==> src/rtl/tdm_port_pkg.sv <==
// Package: configuration codes and decode helpers shared by the TDM port.
// Assumes rate codes pick 1, 2 or 4 bus periods per bit.
package tdm_port_pkg;

    typedef enum logic [1:0] {
        RATE_FULL    = 2'b00,
        RATE_HALF    = 2'b01,
        RATE_QUARTER = 2'b10,
        RATE_SPARE   = 2'b11
    } rate_code_e;

    typedef enum logic [1:0] {
        SMP_THREE_Q = 2'b00,
        SMP_MID     = 2'b01,
        SMP_END     = 2'b10,
        SMP_SPARE   = 2'b11
    } sample_code_e;

    typedef enum logic [1:0] {
        REL_ON_EDGE = 2'b00,
        REL_EARLY   = 2'b01,
        REL_SPARE2  = 2'b10,
        REL_SPARE3  = 2'b11
    } release_code_e;

    // Map a rate code to log2 of bus periods per bit.
    function automatic logic [1:0] rate_to_shift(input logic [1:0] code);
        case (code)
            RATE_HALF:    return 2'd1;
            RATE_QUARTER: return 2'd2;
            default:      return 2'd0;
        endcase
    endfunction

endpackage

==> src/rtl/tdm_bit_timer.sv <==
// Module: shared bus timer. Detects bus-clock rising edges, counts ticks
// inside each bus period and bus periods inside the frame. Assumes the
// system clock oversamples the bus clock so that ticks never exceed 2^TICK_W.
module tdm_bit_timer #(
    parameter int TICK_W = 4,
    parameter int PC_W   = 10
) (
    input  logic              clk,
    input  logic              rst_n,
    input  logic              bus_clk_in,
    input  logic              frame_in,
    output logic [PC_W-1:0]   pc,
    output logic [TICK_W-1:0] ph,
    output logic              synced
);

    logic bus_d;
    logic rise;

    // Edge detector on the sampled bus clock.
    assign rise = bus_clk_in & ~bus_d;

    // Period/tick counters, frame alignment and sync flag.
    always_ff @(posedge clk) begin
        if (!rst_n) begin
            bus_d  <= 1'b0;
            ph     <= '0;
            pc     <= '0;
            synced <= 1'b0;
        end else begin
            bus_d <= bus_clk_in;
            if (rise) begin
                ph <= '0;
                if (frame_in) begin
                    pc     <= '0;
                    synced <= 1'b1;
                end else begin
                    pc <= pc + 1'b1;
                end
            end else if (ph != '1) begin
                ph <= ph + 1'b1;
            end
        end
    end

    AST_FRAME_ALIGN: assert property (@(posedge clk) disable iff (!rst_n)
        (rise && frame_in) |=> (pc == '0 && ph == '0 && synced));

endmodule

==> src/rtl/tdm_lane_pos.sv <==
// Module: per-lane position decode. Turns the shared period/tick count into
// slot, bit and tick offset at the lane's rate. Purely combinational.
// Assumes shift is at most MAX_SHIFT.
module tdm_lane_pos #(
    parameter int TICK_W    = 4,
    parameter int PC_W      = 10,
    parameter int MAX_SHIFT = 2,
    localparam int OFF_W    = TICK_W + MAX_SHIFT,
    localparam int SLOT_W   = PC_W - 3
) (
    input  logic [PC_W-1:0]   pc,
    input  logic [TICK_W-1:0] ph,
    input  logic [1:0]        shift,
    output logic [SLOT_W-1:0] slot,
    output logic [2:0]        bsel,
    output logic [OFF_W-1:0]  off,
    output logic [OFF_W-1:0]  span
);

    logic [PC_W-1:0]  bitnum;
    logic [OFF_W-1:0] off_raw;

    // Decode bit index, slot and tick offset for the lane's rate.
    always_comb begin
        bitnum  = pc >> shift;
        slot    = bitnum[PC_W-1:3];
        bsel    = bitnum[2:0];
        span    = ~({OFF_W{1'b1}} << (TICK_W + int'(shift)));
        off_raw = {pc[MAX_SHIFT-1:0], ph};
        off     = off_raw & span;
    end

endmodule

==> src/rtl/tdm_rx_lane.sv <==
// Module: receive lane. Samples the line once per bit at the chosen offset
// and reports each finished slot byte with a one-cycle strobe.
// Assumes configuration is held steady while synced.
module tdm_rx_lane #(
    parameter int TICK_W    = 4,
    parameter int PC_W      = 10,
    parameter int MAX_SHIFT = 2,
    localparam int OFF_W    = TICK_W + MAX_SHIFT,
    localparam int SLOT_W   = PC_W - 3
) (
    input  logic              clk,
    input  logic              rst_n,
    input  logic              synced,
    input  logic [PC_W-1:0]   pc,
    input  logic [TICK_W-1:0] ph,
    input  logic [1:0]        shift,
    input  logic [1:0]        smp_code,
    input  logic              rx_in,
    output logic              rx_valid,
    output logic [7:0]        rx_byte,
    output logic [SLOT_W-1:0] rx_slot
);
    import tdm_port_pkg::*;

    logic [SLOT_W-1:0] slot;
    logic [2:0]        bsel;
    logic [OFF_W-1:0]  off;
    logic [OFF_W-1:0]  span;
    logic [OFF_W:0]    plen;
    logic [OFF_W-1:0]  samp;
    logic              hit;
    logic [6:0]        sr;

    tdm_lane_pos #(.TICK_W(TICK_W), .PC_W(PC_W), .MAX_SHIFT(MAX_SHIFT)) u_pos (
        .pc(pc), .ph(ph), .shift(shift),
        .slot(slot), .bsel(bsel), .off(off), .span(span)
    );

    // Select the sample offset inside the bit.
    always_comb begin
        plen = {1'b0, span} + 1'b1;
        case (smp_code)
            SMP_MID: samp = OFF_W'(plen >> 1);
            SMP_END: samp = span;
            default: samp = OFF_W'(plen - (plen >> 2));
        endcase
        hit = synced && (off == samp);
    end

    // Shift in sampled bits and publish the byte after the last bit.
    always_ff @(posedge clk) begin
        if (!rst_n) begin
            sr       <= '0;
            rx_valid <= 1'b0;
            rx_byte  <= '0;
            rx_slot  <= '0;
        end else begin
            rx_valid <= 1'b0;
            if (hit) begin
                sr <= {sr[5:0], rx_in};
                if (bsel == 3'd7) begin
                    rx_valid <= 1'b1;
                    rx_byte  <= {sr, rx_in};
                    rx_slot  <= slot;
                end
            end
        end
    end

    AST_RX_PULSE: assert property (@(posedge clk) disable iff (!rst_n)
        rx_valid |=> !rx_valid);
    AST_RX_SLOT_RANGE: assert property (@(posedge clk) disable iff (!rst_n)
        rx_valid |-> (rx_slot <= (SLOT_W'({SLOT_W{1'b1}}) >> shift)));
    AST_RX_QUIET: assert property (@(posedge clk) disable iff (!rst_n)
        !synced |-> !rx_valid);

endmodule

==> src/rtl/tdm_tx_lane.sv <==
// Module: transmit lane. Requests the next slot's byte at each slot start,
// shifts the current byte out MSB first and times the output enable.
// Assumes the requester answers in the same cycle as tx_req.
module tdm_tx_lane #(
    parameter int TICK_W      = 4,
    parameter int PC_W        = 10,
    parameter int MAX_SHIFT   = 2,
    parameter int EARLY_TICKS = 4,
    localparam int OFF_W      = TICK_W + MAX_SHIFT,
    localparam int SLOT_W     = PC_W - 3
) (
    input  logic              clk,
    input  logic              rst_n,
    input  logic              synced,
    input  logic [PC_W-1:0]   pc,
    input  logic [TICK_W-1:0] ph,
    input  logic [1:0]        shift,
    input  logic [1:0]        tz_code,
    input  logic [7:0]        tx_byte,
    input  logic              tx_drive,
    output logic              tx_req,
    output logic [SLOT_W-1:0] tx_req_slot,
    output logic              tx_out,
    output logic              tx_oe
);
    import tdm_port_pkg::*;

    logic [SLOT_W-1:0] slot;
    logic [2:0]        bsel;
    logic [OFF_W-1:0]  off;
    logic [OFF_W-1:0]  span;
    logic [SLOT_W-1:0] slots_m1;
    logic              slot_start;
    logic              bit_start;
    logic              early_cut;
    logic              early_zone;
    logic [7:0]        pend_byte;
    logic              pend_drv;
    logic [7:0]        sh;

    tdm_lane_pos #(.TICK_W(TICK_W), .PC_W(PC_W), .MAX_SHIFT(MAX_SHIFT)) u_pos (
        .pc(pc), .ph(ph), .shift(shift),
        .slot(slot), .bsel(bsel), .off(off), .span(span)
    );

    // Slot/bit boundary strobes, next-slot number and early release point.
    always_comb begin
        slots_m1    = SLOT_W'({SLOT_W{1'b1}}) >> shift;
        bit_start   = synced && (off == '0);
        slot_start  = bit_start && (bsel == 3'd0);
        tx_req_slot = (slot == slots_m1) ? '0 : slot + 1'b1;
        early_cut   = synced && (tz_code == REL_EARLY) && (bsel == 3'd7)
                      && (off == span - OFF_W'(EARLY_TICKS - 1));
        early_zone  = synced && (tz_code == REL_EARLY) && (bsel == 3'd7)
                      && (off > span - OFF_W'(EARLY_TICKS - 1));
    end

    assign tx_req = slot_start;
    assign tx_out = sh[7];

    // Capture the requested byte, load and shift the output, time the enable.
    always_ff @(posedge clk) begin
        if (!rst_n) begin
            pend_byte <= '0;
            pend_drv  <= 1'b0;
            sh        <= '0;
            tx_oe     <= 1'b0;
        end else begin
            if (slot_start) begin
                sh        <= pend_byte;
                tx_oe     <= pend_drv;
                pend_byte <= tx_byte;
                pend_drv  <= tx_drive;
            end else if (bit_start) begin
                sh <= {sh[6:0], 1'b0};
            end
            if (early_cut) begin
                tx_oe <= 1'b0;
            end
        end
    end

    AST_OUT_HOLD: assert property (@(posedge clk) disable iff (!rst_n)
        !bit_start |=> $stable(tx_out));
    AST_EARLY_RELEASE: assert property (@(posedge clk) disable iff (!rst_n)
        early_zone |-> !tx_oe);
    AST_REQ_RANGE: assert property (@(posedge clk) disable iff (!rst_n)
        tx_req |-> (tx_req_slot <= slots_m1));
    AST_OE_UNSYNCED: assert property (@(posedge clk) disable iff (!rst_n)
        !synced |-> !tx_oe);

endmodule

==> src/rtl/tdm_stream_port.sv <==
// Module: TDM serial stream port top. One shared bus timer feeds a receive
// and a transmit lane per stream. Streams at or above LOW_RATE_STREAMS are
// held at the full bus rate. Assumes the configuration changes only in reset.
module tdm_stream_port #(
    parameter int N_STREAMS        = 4,
    parameter int LOW_RATE_STREAMS = 2,
    parameter int TICK_W           = 4,
    parameter int PC_W             = 10,
    parameter int EARLY_TICKS      = 4,
    localparam int SLOT_W          = PC_W - 3
) (
    input  logic                          clk,
    input  logic                          rst_n,
    input  logic                          bus_clk_in,
    input  logic                          frame_in,
    input  logic [2*N_STREAMS-1:0]        rate_cfg,
    input  logic [1:0]                    sample_cfg,
    input  logic [1:0]                    tz_cfg,
    input  logic [N_STREAMS-1:0]          rx_in,
    output logic [N_STREAMS-1:0]          rx_valid,
    output logic [8*N_STREAMS-1:0]        rx_byte,
    output logic [SLOT_W*N_STREAMS-1:0]   rx_slot,
    output logic [N_STREAMS-1:0]          tx_req,
    output logic [SLOT_W*N_STREAMS-1:0]   tx_req_slot,
    input  logic [8*N_STREAMS-1:0]        tx_byte,
    input  logic [N_STREAMS-1:0]          tx_drive,
    output logic [N_STREAMS-1:0]          tx_out,
    output logic [N_STREAMS-1:0]          tx_oe
);
    import tdm_port_pkg::*;

    localparam int MAX_SHIFT = 2;

    logic [PC_W-1:0]   pc;
    logic [TICK_W-1:0] ph;
    logic              synced;

    tdm_bit_timer #(.TICK_W(TICK_W), .PC_W(PC_W)) u_timer (
        .clk(clk), .rst_n(rst_n), .bus_clk_in(bus_clk_in), .frame_in(frame_in),
        .pc(pc), .ph(ph), .synced(synced)
    );

    for (genvar gi = 0; gi < N_STREAMS; gi++) begin : g_lane
        logic [1:0] lane_shift;

        // Rate selection; upper streams are pinned to the full rate.
        if (gi < LOW_RATE_STREAMS) begin : g_multi
            assign lane_shift = rate_to_shift(rate_cfg[2*gi +: 2]);
        end else begin : g_fixed
            assign lane_shift = 2'd0;
        end

        tdm_rx_lane #(.TICK_W(TICK_W), .PC_W(PC_W), .MAX_SHIFT(MAX_SHIFT)) u_rx (
            .clk(clk), .rst_n(rst_n), .synced(synced), .pc(pc), .ph(ph),
            .shift(lane_shift), .smp_code(sample_cfg), .rx_in(rx_in[gi]),
            .rx_valid(rx_valid[gi]), .rx_byte(rx_byte[8*gi +: 8]),
            .rx_slot(rx_slot[SLOT_W*gi +: SLOT_W])
        );

        tdm_tx_lane #(.TICK_W(TICK_W), .PC_W(PC_W), .MAX_SHIFT(MAX_SHIFT),
                      .EARLY_TICKS(EARLY_TICKS)) u_tx (
            .clk(clk), .rst_n(rst_n), .synced(synced), .pc(pc), .ph(ph),
            .shift(lane_shift), .tz_code(tz_cfg),
            .tx_byte(tx_byte[8*gi +: 8]), .tx_drive(tx_drive[gi]),
            .tx_req(tx_req[gi]), .tx_req_slot(tx_req_slot[SLOT_W*gi +: SLOT_W]),
            .tx_out(tx_out[gi]), .tx_oe(tx_oe[gi])
        );

        if (gi >= LOW_RATE_STREAMS) begin : g_fixed_chk
            AST_FIXED_RATE_REQ: assert property (@(posedge clk) disable iff (!rst_n)
                tx_req[gi] |-> (ph == '0 && pc[2:0] == 3'd0));
        end
    end

endmodule

==> config.mk <==
export PLATFORM = sky130hd
export DESIGN_NAME = tdm_stream_port
export DESIGN_NICKNAME = d
export VERILOG_FILES = /design/src/rtl/tdm_port_pkg.sv /design/src/rtl/tdm_bit_timer.sv /design/src/rtl/tdm_lane_pos.sv /design/src/rtl/tdm_rx_lane.sv /design/src/rtl/tdm_tx_lane.sv /design/src/rtl/tdm_stream_port.sv
export SDC_FILE = /design/constraint.sdc
export NUM_CORES = 1
export LEC_CHECK = 0
export BUFFER_PORTS_ARGS = -buffer_cell sky130_fd_sc_hd__buf_2
export CAP_MARGIN = 15
export CORE_ASPECT_RATIO = 1.2
export CORE_MARGIN = 2
export CORE_UTILIZATION = 40
export CTS_CLUSTER_SIZE = 20
export DETAILED_ROUTE_END_ITERATION = 12
export PLACE_DENSITY = 0.68
export SYNTH_ARGS = -nofsm -noshare
export SYNTH_HDL_FRONTEND = slang
export SYNTH_SLANG_ARGS = --single-unit
==> constraint.sdc <==
create_clock -name clk -period 4.1 [get_ports clk]
set_clock_uncertainty 0.1 [all_clocks]
set_input_delay 1.025 -clock clk [delete_from_list [all_inputs] [get_ports clk]]
set_output_delay 1.025 -clock clk [all_outputs]
set_load 0.01 [all_outputs]
# ---- Word-level counts from Yosys, hierarchy flattened
# Cells that the tools add are included.
dict set report op_classes {
  n_reduce_logical 36
  bitwise 7
  n_mux 20
  add_sub_neg 13
  n_eq_ne 20
  shifts 6
}
# op n
set ops {}
lappend ops {{$mux W8} 8}
lappend ops {{$eq A6 B6 Y1} 4}
lappend ops {{$pmux W6 S2} 2}
lappend ops {{$add A7 B1 Y7 const B} 3}
lappend ops {{$mux W7} 3}
lappend ops {{$shr A10 B2 Y10} 2}
lappend ops {{$logic_not A6 Y1} 3}
lappend ops {{$logic_and A1 B1 Y1} 16}
lappend ops {{$add A6 B1 Y7 const B} 2}
lappend ops {{$eq A7 B7 Y1} 2}
lappend ops {{$reduce_and A2 Y1} 7}
lappend ops {{$shr A7 B2 Y7 const A} 2}
lappend ops {{$and A6 B6 Y6} 2}
lappend ops {{$not A6 Y6} 2}
lappend ops {{$shl A6 B4 Y6 const A} 2}
lappend ops {{$sub A6 B2 Y6 const B} 2}
lappend ops {{$sub A6 B5 Y6} 2}
lappend ops {{$add A10 B1 Y10 const B} 1}
lappend ops {{$mux W10} 1}
lappend ops {{$eq A3 B3 Y1 const B} 3}
lappend ops {{$logic_not A3 Y1} 3}
lappend ops {{$add A3 B2 Y4 const A} 2}
lappend ops {{$eq A2 B1 Y1 const B} 4}
lappend ops {{$pmux W2 S2} 2}
lappend ops {{other kinds (12)} 22}
dict set report word_totals {
  wordCells 136
  ff_bits 172
  inputBits 56
}

# ---- Depth between registers and ports, before layout
# Gate-level depths: netlist (run 1).
dict set report depth {
  depth_word 11
  ltp_mapped 11
  ltp_nobuf 8
}

# ---- Cells and area by module
# From an unflattened synthesis (run 1), not the netlist that was laid out.
dict set report unflattened {
  hier_cells 1503
  hier_area_um2 13735.7
}
# mod cells_per_inst n_inst area_per_inst_um2
set by_module_without_submodules {}
lappend by_module_without_submodules {tdm_tx_lane 127 4 1131.1}
lappend by_module_without_submodules {{tdm_rx_lane (g_lane[0].u_rx ...)} 167 2 1526.5}
lappend by_module_without_submodules {{tdm_rx_lane (g_lane[1].u_rx ...)} 161 2 1480.2}
lappend by_module_without_submodules {tdm_lane_pos 32 8 306.5}
lappend by_module_without_submodules {tdm_bit_timer 78 1 706.9}
lappend by_module_without_submodules {tdm_stream_port 5 1 38.8}

# ---- Worst setup path before layout (run 1)
# Ideal clock, no wire load.
dict set report synth_path {
  kind {input port to output port}
  startpoint {input port rate_cfg[3]}
  endpoint {output port tx_req_slot[13]}
  path_buffers 1
  slack_ns 0.062
  stages 8
  arrival_time_ns 2.913
  cell_sequence {inv_1 > ha_1 > clkbuf_1 > mux4_2 > ha_1 > o2111a_1 > nor4b_1 > a221o_1}
}
dict set report synth_between {
  elab_chain_len 5
  elab_cells_between_ends 8
  classes_between {add/sub: 1; eq/ne: 3; shift: 2; mux: 2}
}
# item line_no
set synth_rtl {}
lappend synth_rtl {{from (decl)} tdm_stream_port.sv:16} ;# input logic [2*N_STREAMS-1:0] rate_cfg,
lappend synth_rtl {{$eq A2 B2 Y1 / $eq A2 B1 Y1 (equally long branches)} tdm_port_pkg.sv:28} ;# case (code)
lappend synth_rtl {{$pmux W2 S2 (*)} tdm_port_pkg.sv:28}
lappend synth_rtl {{$shr A10 B2 Y10 (*)} n/a}
lappend synth_rtl {{named net g_lane[1].u_rx.slot[1]} tdm_rx_lane.sv:25} ;# logic [SLOT_W-1:0] slot;
lappend synth_rtl {{$add A7 B1 Y7 / $eq A7 B7 Y1 (equally long branches)} tdm_tx_lane.sv:51} ;# tx_req_slot = (slot == slots_m1) ? '0 : slot + 1'b1;
lappend synth_rtl {{$mux W7 (*)} tdm_tx_lane.sv:51}
lappend synth_rtl {{to (decl)} tdm_stream_port.sv:24} ;# output logic [SLOT_W*N_STREAMS-1:0] tx_req_slot,
# Mark *: on every way through the listed nets, which the timed path passes. The rest lies on a longest branch.

# ---- Worst setup path in the final report (run 1)
dict set report layout_path {
  startpoint {input port rate_cfg[1]}
  endpoint {output port tx_req[0]}
}
dict set report layout_between {
  elab_chain_len 9
  elab_cells_between_ends 12
  classes_between {add/sub: 1; eq/ne: 2; shift: 2; mux: 1; bitwise: 2; reduce/logical: 4}
}
# item line_no
set layout_rtl {}
lappend layout_rtl {{$eq A2 B2 Y1 / $eq A2 B1 Y1 (equally long branches)} tdm_port_pkg.sv:28}
lappend layout_rtl {{$pmux W2 S2 (*)} tdm_port_pkg.sv:28}
lappend layout_rtl {{$add A3 B2 Y4} tdm_lane_pos.sv:28} ;# span = ~({OFF_W{1'b1}} << (TICK_W + int'(shift)));
lappend layout_rtl {{$shl A6 B4 Y6} tdm_lane_pos.sv:28}
lappend layout_rtl {{$not A6 Y6} tdm_lane_pos.sv:28}
lappend layout_rtl {{$and A6 B6 Y6} tdm_lane_pos.sv:30} ;# off = off_raw & span;
lappend layout_rtl {{$logic_not A6 Y1} tdm_tx_lane.sv:49} ;# bit_start = synced && (off == '0);
lappend layout_rtl {{$logic_and A1 B1 Y1} tdm_tx_lane.sv:49}
lappend layout_rtl {{$logic_and A1 B1 Y1 (*)} tdm_tx_lane.sv:50} ;# slot_start = bit_start && (bsel == 3'd0);
lappend layout_rtl {{to (decl)} tdm_stream_port.sv:23} ;# output logic [N_STREAMS-1:0] tx_req,
# Every way passes the cells marked *; elsewhere a longest branch is shown, timed or not.

==> summary.md, run 1 <==
| Metric | Value |
|---|---|
| Top-area cell type share of the netlist area | 0.421 |
| Clock Sinks | between 150 and 200 |
| Period utilisation layout | 0.977 |
| WP data required | ~3 ns |
| Effective utilization at floorplan | 0.406 |
| Final min period | 4.00 ns |
| Cell Area, Placed | 9120 um2 |
| Post-layout util | 0.483 |
| Mux share of post-synthesis cell area | 0.194 |
| Worst hold path class | reg -> reg |
| TritonCTS clock tree | built |
| Number of buffers created by CTS | 17 |
| Slowest CP cell | or4_1 |
| Vias | 6476 |
| Die width | approximately 130 um |
| Full die area | 21600 um2 |
| Grt ovf | 0 |
| Gr busiest metal | met2 |
| Max_cap viols | 0 |
| Setup crit end kind | output pin |
| Post-synth design cell area | 8190 um2 |
| Grt met3 use | 0.0401 |
| First-pass GRT wire length | 30.3 mm |
| M1 GR Usage | 0.223 |
| Final hold vios | 0 |
| Final setup viols | 0 |
| Ys async rst share | 0 |
| CP Max Fanout | 5 |
| Post-detail-place hpwl | 13.0 mm |
| Largest net degree at the start of global routing | 78 |
| Worst-margin pin slew | ~0.81 ns |
| Distinct cell type count after synthesis | 53 |
| Design Area, Final | between 9000 and 10000 um2 |
| RSZ-0062 raised after global routing | yes |
| PortBufs | 155 |
| Largest family of logic cells by synthesized area | multiplexers |
| Slew headroom | 0.460 |
| P per Cell Area | 364 nW/um2 |
| Simple-gate area share of the yosys netlist | 0.171 |
| All-layer global routing usage | 0.174 |
| I/O Pins | 160 |
| CP Data Arrival Time | 2.88 ns |
| Area Growth Syn to Fin | 19.1% |
| Via density | roughly 5.0 |
| # rows | 57 |
| Clock slew at reported path FFs | 0.06 ns |
| Fin nets | ~1100 |
| Post-Syn Nets | 978 |
| CP Cell Sequence | buf_2, buf_4, ha_1, nor2b_1, nand3b_1, or4_1, inv_8, buf_2 |
| CTS Root Cell | clkbuf_16 |
| Worst-skew pair later-pin latency | 0.43 ns |
| Most frequent cells after synthesis | dfxtp_1 (172), nand2_1 (132), mux2i_1 (128) |
| Final Power | 3.55 mW |
| R2R cell count | 6 |
| Adder-cell share of the synthesized area | 0.0306 |
| Crit start category | input port |
| Post-synthesis xor/xnor area fraction | 0.0300 |
| Biggest area consumer among synthesized cells | dfxtp_1 |
| GPL Wtd Cong | 0.828 |
| Number of flops mapped to enable cells by yosys | 0 |
| Longest Clk Path Bufs | 2 |
| Worst vdd ir | roughly 290 uV |
| Hold depth | 2 |
| Syn Area/Cell | 9.07 um2 |
| Final ANT Viol Nets | 0 |
| Top-count cell post-synth | dfxtp_1 |
| DRT iter0 DRCs | between 200 and 300 |
| Synth Flop Type | dfxtp_1 |
| H-tree levels | 4 |
| Vias in the first global route | around 6100 |
| Critical path class | in -> out |
| Mapped Cells | 902 |
| # DRC | 0 |
| Synth Warn # | 0 |
| Sequential share of the synthesized area | 0.421 |
| Compound-Gate Fraction of Synth Area | 0.0835 |
| Critical Path Most Common Cell | buf_2 |
| Hold Path Origin | g_lane[2].u_tx.pend_byte[3] |
| Status | finished clean |
| Filler instances | 1910 |
| Worst R2R Setup Slack | 1.49 ns |
| Critical R2R Launch | u_timer.pc[5] |
| Routed WL | approximately 19 mm |
| Hold buffers post-CTS | 0 |
| Drt wl/cell | 14.3 um |
| Layout cells sized above 1 | 0.246 |
| Core Area | 20200 um2 |
| WHS | ~0.36 ns |
| Height of the chip | about 160 um |
| Fmax | about 0.25 GHz |
| Initial antenna violation count | 3 |
| Flops & latches, synth | roughly 170 |
| Drt first pass iters | 4 |
| Endpoint of the worst-slack reg-to-reg timing path | g_lane[0].u_tx.sh[7] |
| Biggest cell delay along the critical path | 0.66 ns |
| GR Util met2 | 0.287 |
| Pleak | ~4.6 nW |
| Hold endpoint | g_lane[2].u_tx.pend_byte[3] |
| Max Transition Viols Final | 0 |
| Synth top area cells | dfxtp_1 (42%), mux2i_1 (16%), nand2_1 (6.1%) |
## placed cells by master (no fill, tap or decap), types with 3 or more instances in the layout
cell,count
dfxtp_1,172
buf_2,155
nand2_1,132
mux2i_1,127
nor2_1,102
a21oi_1,53
buf_4,40
nand3_1,18
a211oi_1,18
clkbuf_16,17
xor2_1,15
ha_1,15
inv_1,13
o21ai_0,13
xnor2_1,13
mux4_2,12
nand3b_1,9
nor3_1,9
nand2b_1,8
a22oi_1,8
nor2b_1,6
nor3b_1,6
and2_1,4
nand4_1,4
or3_1,4
inv_8,4
inv_6,4
o32ai_1,3
o21ai_1,3
ha_4,3
clkbuf_1,3
clkinvlp_4,3
## worst max path at each step
stage / startpoint / to / slack (ns)
2_1_floorplan: rate_cfg[3] / tx_req_slot[13] / 0.06
3_3_place_gp: rate_cfg[1] / tx_req_slot[6] / -0.008
3_5_place_dp: rate_cfg[1] / tx_req_slot[1] / -0.03
4_1_cts: rate_cfg[3] / tx_req_slot[13] / 0.01
5_1_grt: rate_cfg[1] / tx_req_slot[1] / -0.01
6_report: rate_cfg[1] / tx_req[0] / 0.1
## stage by stage
stage	cells	worst slack [ns]	setup TNS, ns
finish	1303	0.0956	0
global route	1302	-0.0121	-0.0121
CTS	1301	0.0128	0
detailed placement	1269	-0.0339	-0.0967
global placement	1269	-0.00790	-0.00790
floorplan	902	0.0624	0
## where the power goes
part	leakage [nW]	internal [mW]	total [mW]	switching, mW
Combinational	2.98	0.125	0.294	0.169
Clock	0.261	0.813	1.53	0.717
Sequential	1.39	1.71	1.73	0.0223
## kinds of logic after synthesis
group	Yosys count
and+or+nand+nor	315
DFF	172
muxes	143
AOI/OAI and AO/OA	113
buffers and inverters	111
xor gates and xnor gates	28
adders and majority gates	20
## per-layer routing
layer,part of all wire,routed length (um)
met1,0.46,8560
met2,0.48,8890
met3,0.043,798
met4,0.022,410
met5,0,0
## cell type report
class                           instances  area (um2)  area share
Tap cell                              265         332      0.0340
Sequential cell                       172        3440       0.353
Antenna cell                            2        5.00    0.000513
Inverter                               15        65.1     0.00667
Clock buffer                           21         450      0.0462
Timing Repair Buffer                  198        1120       0.115
Multi-Input combinational cell        619        4240       0.434
Clock inverter                         11         100      0.0103
## critical path, delay by kind of cell
family        cells  cell delay (ns)
simple gates      3             0.98
buf+inv           4             0.46
fa+ha+maj         1             0.41
## state kept, by name (all words and copies together) (netlist names)
signal and cells:
g_lane.u_tx.pend_drv 4, u_timer.synced 1, g_lane.u_rx.sr 28, u_timer.ph 4
u_timer.pc 10, g_lane.u_rx.rx_slot 21, u_timer.bus_d 1, g_lane.u_rx.rx_valid 3
g_lane.u_tx.pend_byte 32, g_lane.u_tx.tx_oe 4, g_lane.u_rx.rx_byte 32, g_lane.u_tx.sh 32
## what timing repair did
action,4_1_cts,5_1_grt
gates resized for setup,2,13
setup endpoints to repair,8,13
buffers inserted,0,0
(Power assumes the default switching activity.)
==> run 2, diff against run 1 <==
--- a/config.mk
+++ b/config.mk
@@ -5,6 +5,7 @@
 export SDC_FILE = /design/constraint.sdc
 export NUM_CORES = 1
 export LEC_CHECK = 0
+export ABC_AREA = 1
 export BUFFER_PORTS_ARGS = -buffer_cell sky130_fd_sc_hd__buf_2
 export CAP_MARGIN = 15
 export CORE_ASPECT_RATIO = 1.2
==> summary.md, run 2 <==
| Metric | Value |
|---|---|
| Fin nets | 1440 (was 1099) |
| Hold Path Origin | g_lane[2].u_tx.pend_byte[0] (was g_lane[2].u_tx.pend_byte[3]) |
| Routed WL | 20.8 mm (was 18.7 mm) |
| Top Registers | g_lane.u_rx.rx_byte: 32 flops, g_lane.u_tx.pend_byte: 32 flops, g_lane.u_tx.sh: 32 flops (unchanged) |
| Post-synth design cell area | 8580 um2 (was 8190 um2) |
| H-tree levels | 4 (unchanged) |
| Final setup TNS | 0 ns (unchanged) |
| R2R cell count | 10 (was 6) |
| Ys async rst share | 0 (unchanged) |
| Hold buffers post-CTS | 0 (unchanged) |
| Worst R2R Setup Slack | 1.47 ns (was 1.49 ns) |
| Synth Warn # | 0 (unchanged) |
| Clock Sinks | 172 (unchanged) |
| Design Area, Final | 9960 um2 (was 9750 um2) |
| Mapped Cells | 1255 (was 902) |
| Worst-margin pin slew | 0.543 ns (was 0.809 ns) |
| All-layer global routing usage | 0.185 (was 0.174) |
| # DRC | 0 (unchanged) |
| Number of buffers created by CTS | 17 (unchanged) |
| Period utilisation layout | 0.945 (was 0.977) |
| I/O Pins | 160 (unchanged) |
| Crit start category | input port (unchanged) |
| Longest Clk Path Bufs | 2 (unchanged) |
| Pleak | 4.82 nW (was 4.63 nW) |
| Synth top area cells | dfxtp_1 (40%), nand2_1 (12%), nor2_1 (10%) (was dfxtp_1 (42%), mux2i_1 (16%), nand2_1 (6.1%)) |
| Slowest CP cell | ha_1 (was or4_1) |
| Filler instances | 2173 (was 1910) |
| Sequential share of the synthesized area | 0.401 (was 0.421) |
| Final min period | 3.87 ns (was 4.00 ns) |
| Worst-skew pair later-pin latency | 0.43 ns (about the same) |
| RSZ-0062 raised after global routing | no (was yes) |
| Endpoint of the worst-slack reg-to-reg timing path | g_lane[3].u_tx.sh[1] (was g_lane[0].u_tx.sh[7]) |
| Final hold vios | 0 (unchanged) |
| P per Cell Area | 377 nW/um2 (was 364 nW/um2) |
| Slew headroom | 0.637 (was 0.460) |
| Simple-gate area share of the yosys netlist | 0.315 (was 0.171) |
| Compound-Gate Fraction of Synth Area | 0.130 (was 0.0835) |
| Distinct cell type count after synthesis | 37 (was 53) |
| CP Cell Sequence | buf_2, inv_1, ha_1, inv_2, nand2_1, xor2_1, nor2_1, nand2_2, inv_1, nor2_1, buf_2 (was buf_2, buf_4, ha_1, nor2b_1, nand3b_1, or4_1, inv_8, buf_2) |
| Vias | 7923 (was 6476) |
| Crit-path leading delay family | buffers and inverters (was simple AND/OR/NAND/NOR gates) |
| Hold endpoint | g_lane[2].u_tx.sh[0] (was g_lane[2].u_tx.pend_byte[3]) |
| Flops & latches, synth | 172 (unchanged) |
| CP Data Arrival Time | 2.75 ns (was 2.88 ns) |
| Biggest area consumer among synthesized cells | dfxtp_1 (unchanged) |
| Top-area cell type share of the netlist area | 0.401 (was 0.421) |
| TritonCTS clock tree | built (unchanged) |
| Core Area | 21000 um2 (was 20200 um2) |
| Final setup viols | 0 (unchanged) |
| Vias in the first global route | 7175 (was 6085) |
| Status | finished clean (unchanged) |
| Fmax | 0.258 GHz (was 0.250 GHz) |
| Post-detail-place hpwl | 15.0 mm (was 13.0 mm) |
| Post-synthesis xor/xnor area fraction | 0.00816 (was 0.0300) |
| Setup crit end kind | output pin (unchanged) |
| Clock slew at reported path FFs | 0.07 ns (was 0.06 ns) |
| Full die area | 22600 um2 (was 21600 um2) |
| Drt wl/cell | 12.6 um (was 14.3 um) |
| GPL Wtd Cong | 0.887 (was 0.828) |
| Post-Syn Nets | 1331 (was 978) |
| Drt first pass iters | 5 (was 4) |
| Effective utilization at floorplan | 0.408 (was 0.406) |
| WP data required | 2.97 ns (about the same) |
| Largest family of logic cells by synthesized area | simple AND/OR/NAND/NOR gates (was multiplexers) |
| DRT iter0 DRCs | 437 (was 295) |
| Most common cell after layout, fill and taps aside | nand2_1 (was dfxtp_1) |
| Max Transition Viols Final | 0 (unchanged) |
| Adder-cell share of the synthesized area | 0.0292 (was 0.0306) |
| Mux share of post-synthesis cell area | 0 (was 0.194) |
| Hold depth | 2 (unchanged) |
| Crit path buffers/inverters | 5 (was 4) |
| Critical path class | in -> out (unchanged) |
| Worst vdd ir | 280 uV (was 290 uV) |
| Die width | 138 um (was 135 um) |
| Worst hold path class | reg -> reg (unchanged) |
| CP Max Fanout | 12 (was 5) |
| PortBufs | 155 (unchanged) |
| Synth Flop Type | dfxtp_1 (unchanged) |
| Top-count cell post-synth | nand2_1 (was dfxtp_1) |
| Cell Area, Placed | 9320 um2 (was 9120 um2) |
| Commonest non-fill, non-tap cells in the layout | nand2_1 (277), nor2_1 (237), dfxtp_1 (172) (was dfxtp_1 (172), buf_2 (155), nand2_1 (132)) |
| Layout cells sized above 1 | 0.190 (was 0.246) |
| Area Growth Syn to Fin | 16.1% (was 19.1%) |
| Biggest cell delay along the critical path | 0.30 ns (was 0.66 ns) |
| Via density | 4.80 (was 4.97) |
| Grt ovf | 0 (unchanged) |
| Height of the chip | 164 um (was 161 um) |
| First-pass GRT wire length | 33.6 mm (was 30.3 mm) |
| CTS Root Cell | clkbuf_16 (unchanged) |
| Final ANT Viol Nets | 0 (unchanged) |
| Most frequent cells after synthesis | nand2_1 (278), nor2_1 (238), dfxtp_1 (172) (was dfxtp_1 (172), nand2_1 (132), mux2i_1 (128)) |
| Critical R2R Launch | u_timer.pc[1] (was u_timer.pc[5]) |
| Initial antenna violation count | 2 (was 3) |
| # rows | 58 (was 57) |
| Max_cap viols | 0 (unchanged) |
| Largest net degree at the start of global routing | 61 (was 78) |
| Number of flops mapped to enable cells by yosys | 0 (unchanged) |
| Syn Area/Cell | 6.84 um2 (was 9.07 um2) |
==> run 2: final cells by class <==
| cell class | instances | area (um2) | share of cell area |
|---|---|---|---|
| timing repair buffer | 174 | 933 | 0.0937 |
| sequential | 172 | 3440 | 0.346 |
| multi-input combinational | 876 | 4170 | 0.419 |
| tap | 270 | 338 | 0.0339 |
| inverter | 123 | 463 | 0.0465 |
| antenna | 2 | 5.00 | 0.000502 |
| clock inverter | 15 | 184 | 0.0185 |
| clock buffer | 17 | 425 | 0.0427 |
==> run 2: layer usage <==
metal	up-vias	part of all wire	global-route usage
met5	-	0	0
met4	0	0.025	0.0765
met3	31	0.048	0.0387
met2	204	0.46	0.306
met1	3520	0.46	0.235
li1	4168	-	-
==> run 2: kinds of logic after synthesis <==
family                   Yosys count
AND/OR/NAND/NOR                  632
AO/OA/AOI/OAI                    216
buffers and inverters            207
flip-flops                       172
adder cells (fa/ha/maj)           20
XOR/XNOR                           8
==> run 2: what timing repair did <==
| item | in CTS | in global routing |
|---|---|---|
| endpoints found under the setup margin | 0 | 12 |
| setup buffers | 0 | 0 |
| endpoints found under the hold margin | 0 | 0 |
| resized for setup | 0 | 10 |
==> run 2: worst max-delay path by stage <==
| stage | startpoint | end | slack [ns] | cells after the start |
|---|---|---|---|---|
| CTS | rate_cfg[3] | tx_req_slot[8] | 0.1 | 15 |
| finish | rate_cfg[2] | tx_req_slot[11] | 0.23 | 11 |
| global route | rate_cfg[1] | tx_req_slot[4] | 0.02 | 15 |
| detailed placement | rate_cfg[3] | tx_req_slot[8] | 0.11 | 15 |
| global placement | rate_cfg[3] | tx_req_slot[13] | 0.14 | 15 |
| floorplan | rate_cfg[1] | tx_req_slot[4] | 0.29 | 14 |
==> run 2: where the power goes <==
part | internal [mW] | total (mW) | switching, mW
combinational | 0.125 | 0.361 | 0.237
sequential | 1.71 | 1.74 | 0.0233
clock | 0.836 | 1.66 | 0.820
total | 2.67 | 3.75 | 1.08
==> run 2: tightest hold or removal path: stages (launching register included) <==
cell and delay (ns):
dfxtp_1 0.31, nand2_1 0.06, a21oi_1 0.05
==> run 2: per-stage QoR <==
step                worst slack, ns  hold slack [ns]  std cells  total power, mW  utilization
finish                        0.227            0.358       1649             3.75        0.473
floorplan                     0.287            0.325       1255             2.03            -
global placement              0.135            0.346       1615             2.13        0.443
CTS                          0.0987            0.362       1647             3.80        0.472
detailed placement            0.111            0.349       1615             2.13        0.443
global route                 0.0154            0.390       1647             3.92        0.473
